`config.mk`:
```
export PLATFORM = sky130hd
export DESIGN_NAME = operand_bypass
export DESIGN_NICKNAME = d
export VERILOG_FILES = /design/src/rtl/operand_bypass.sv
export SDC_FILE = /design/constraint.sdc
export NUM_CORES = 1
export LEC_CHECK = 0
export BUFFER_PORTS_ARGS = -buffer_cell sky130_fd_sc_hd__buf_2
export CAP_MARGIN = 20
export CORE_MARGIN = 5
export CORE_UTILIZATION = 25
export DETAILED_ROUTE_END_ITERATION = 6
export PLACE_DENSITY_LB_ADDON = 0.2
export SLEW_MARGIN = 20
export SYNTH_ARGS = -nofsm -noshare
export SYNTH_HDL_FRONTEND = slang
export SYNTH_SLANG_ARGS = --single-unit
```
`constraint.sdc`:
```
create_clock -name vclk -period 1.6
set_input_delay 0.16 -clock vclk [all_inputs]
set_output_delay 0.16 -clock vclk [all_outputs]
set_load 0.1 [all_outputs]
```
`src/rtl/operand_bypass.sv`:
```
module operand_bypass #(
  parameter int DATA_W = 32,
  parameter int REG_W  = 5
) (
  input  logic [REG_W-1:0]  ex_rs,
  input  logic [REG_W-1:0]  ex_rt,
  input  logic              mem_wen,
  input  logic [REG_W-1:0]  mem_rd,
  input  logic              wb_wen,
  input  logic [REG_W-1:0]  wb_rd,
  input  logic [DATA_W-1:0] rf_a,
  input  logic [DATA_W-1:0] rf_b,
  input  logic [DATA_W-1:0] mem_result,
  input  logic [DATA_W-1:0] wb_value,
  output logic [DATA_W-1:0] op_a,
  output logic [DATA_W-1:0] op_b,
  output logic [1:0]        sel_a,
  output logic [1:0]        sel_b
);
  localparam logic [1:0] SEL_FILE = 2'b00;
  localparam logic [1:0] SEL_WB   = 2'b01;
  localparam logic [1:0] SEL_MEM  = 2'b10;

  logic              mem_live, wb_live;
  logic [REG_W-1:0]  src  [2];
  logic [DATA_W-1:0] file [2];
  logic [DATA_W-1:0] pick [2];
  logic [1:0]        code [2];

  assign mem_live = mem_wen && (mem_rd != '0);
  assign wb_live  = wb_wen  && (wb_rd  != '0);

  assign src[0]  = ex_rs;
  assign src[1]  = ex_rt;
  assign file[0] = rf_a;
  assign file[1] = rf_b;

  for (genvar g = 0; g < 2; g++) begin : g_opnd
    always_comb begin
      if (mem_live && mem_rd == src[g])
        code[g] = SEL_MEM;
      else if (wb_live && wb_rd == src[g])
        code[g] = SEL_WB;
      else
        code[g] = SEL_FILE;
    end

    always_comb begin
      unique case (code[g])
        SEL_MEM: pick[g] = mem_result;
        SEL_WB:  pick[g] = wb_value;
        default: pick[g] = file[g];
      endcase
    end
  end

  assign sel_a = code[0];
  assign sel_b = code[1];
  assign op_a  = pick[0];
  assign op_b  = pick[1];
endmodule

```
==> qor.csv <==
metric;value;unit
status;finished, violations left;
violations;negative setup slack;
fin_setup_tns;-32170;ps
power_frac_clock;0;%
endpoint_kind;primary output;
final_nets;820;
grt_pass1_wl;28.35;mm
rsz0062_at_grt;yes;
start_util;25.46;%
hold_viol_final;0;
layout-drive-gt1-share;75.15;%
tightest_slew;554.8;ps
wirelength;20.07;mm
slew_headroom;63.01;%
cp_data_required_time;1440;ps
seq_area_frac_synth;0;%
hpwlAfterDp;12.98;mm
synth.area.top_cells;o31ai_1 (22%), nand4_1 (19%), a31oi_1 (18%), nor3_1 (15%), clkbuf_1 (7.2%);
fmax;459.2;MHz
syn-instance-count;360;
startpoint_type;input port;
crit_type;in -> out;
io_buffer_count;218;
synth_top_area_cell;o31ai_1;
maxCapViolCount;0;
final_common_cell;buf_2;
route.detailed.drc;0;
ant_nets;0;
vias;5027;
yosysUniqueCellTypes;21;
grt_pass1_vias;5203;
clkbuf_count;0;
dr.pass1.iters;4;
layout_setup_ws;-577.5;ps
drt-initial-drc-count;249;
power_per_cell_area;465.7;nW/um^2
layout.cells.most_common_list;buf_2 (146), buf_4 (95), buf_12 (87);
rows;34;
gp_congestion;0.9521;
p_sw;2.066;mW
crit_fanout;7;
min_period_over_period;136.1;%
yosysWarnings;0;
cp.arrival;2020;ps
antenna_found_initial;2;
fp.coreArea;8636;sq um
grt_max_degree;36;
yosysTopAreaCellShare;21.86;%
avgSynthCellArea;6.107;sq um
finalCoreUtilization;85.73;%
seqPwrFrac;0;%
die-area;10770;sq um
die_h;103.8;um
finalCriticalPeriod;2178;ps
finalSetupViolations;68;
area_growth;236.8;%
grt_overflow_total;0;
via_per_inst;6.461;
combinationalPowerShare;100.0;%
numSequentialCells;0;
synth_nets;510;
wire_per_inst;25.80;um
hold_path.class;in -> out;
boundaryPins;218;
netlist_area;2198;sq um
drv_slew;0;
p_leak;2.774;nW
die_w;103.8;um
swShare;59.92;%
grt_use_total;31.43;%
peakVddDrop;0.2889;mV
p_int;1.382;mW
ff_latch_area;0;sq um
==> layer usage <==
layer / GRT usage (%) / routed length, um / up-vias
li1: - / - / 2132
met1: 34.66 / 6780 / 2383
met2: 57.70 / 10280 / 412
met3: 6.530 / 1862 / 98
met4: 13.23 / 1133 / 2
met5: 0 / 13 / -
==> power groups by stage <==
stage	Combinational, mW	Clock, mW	Sequential [mW]
floorplan	1.77	0	0
detailed placement	2.89	0	0
CTS	3.25	0	0
global route	3.54	0.0000000837	0
finish	3.45	0.000000167	0
global placement	2.86	0	0
==> repair_timing <==
action                     CTS  global route
hold buffers                 0             0
gates cloned                 3             3
buffers inserted            20            14
setup endpoints to repair   68            68
pin swaps                   27            46
resized for setup          167            51
==> synth_stat cells <==
cell       n
nand4_1   66
nor3_1    66
a31oi_1   64
o31ai_1   64
clkbuf_1  42
buf_2     14
xnor2_1   10
xor2_1    10
buf_4      4
buf_1      2
inv_2      2
nor2_1     2
nor4_2     2
o211ai_2   2
or2_1      2
or2_2      2
or3_1      2
o21a_1     1
o21ai_1    1
or4_1      1
or4_4      1
==> final timing paths <==
path / start / to / cells past startpoint
hold / removal: rf_b[8] / op_b[8] / 4
setup / recovery: wb_rd[1] / op_a[23] / 9
==> per-stage QoR <==
stage | worst slack (ps) | power (mW) | hold slack, ps | instances | area [sq um]
after CTS | -535.1 | 3.251 | 757.7 | 765 | 7028
after global placement | -659.4 | 2.861 | 763.9 | 745 | 6136
after detailed placement | -694.7 | 2.891 | 763.0 | 745 | 6136
after floorplan | -976.2 | 1.766 | 657.2 | 360 | 3548
final | -577.5 | 3.448 | 742.0 | 778 | 7403
after global routing | -604.1 | 3.539 | 757.1 | 777 | 7401
==> cell type report <==
cell class	count	area, sq um
diodes	2	5.005
fillers	446	1232
inverters	2	25.02
multi-input cells	296	3447
well taps	108	135.1
repair buffers	370	3791
==> critical path, stage by stage <==
cell	delay, ps
buf_8	100
or4_4	550
o21ai_4	230
buf_4	160
buf_6	130
o31ai_1	120
buf_4	160
a31oi_4	210
buf_12	200
==> kinds of logic after synthesis <==
kind of cell,synth area share [%]
XOR/XNOR,7.968
AO/OA/AOI/OAI,41.78
buffers and inverters,12.41
AND/OR/NAND/NOR,37.85
Note: power is estimated with default switching activity, not from simulation.
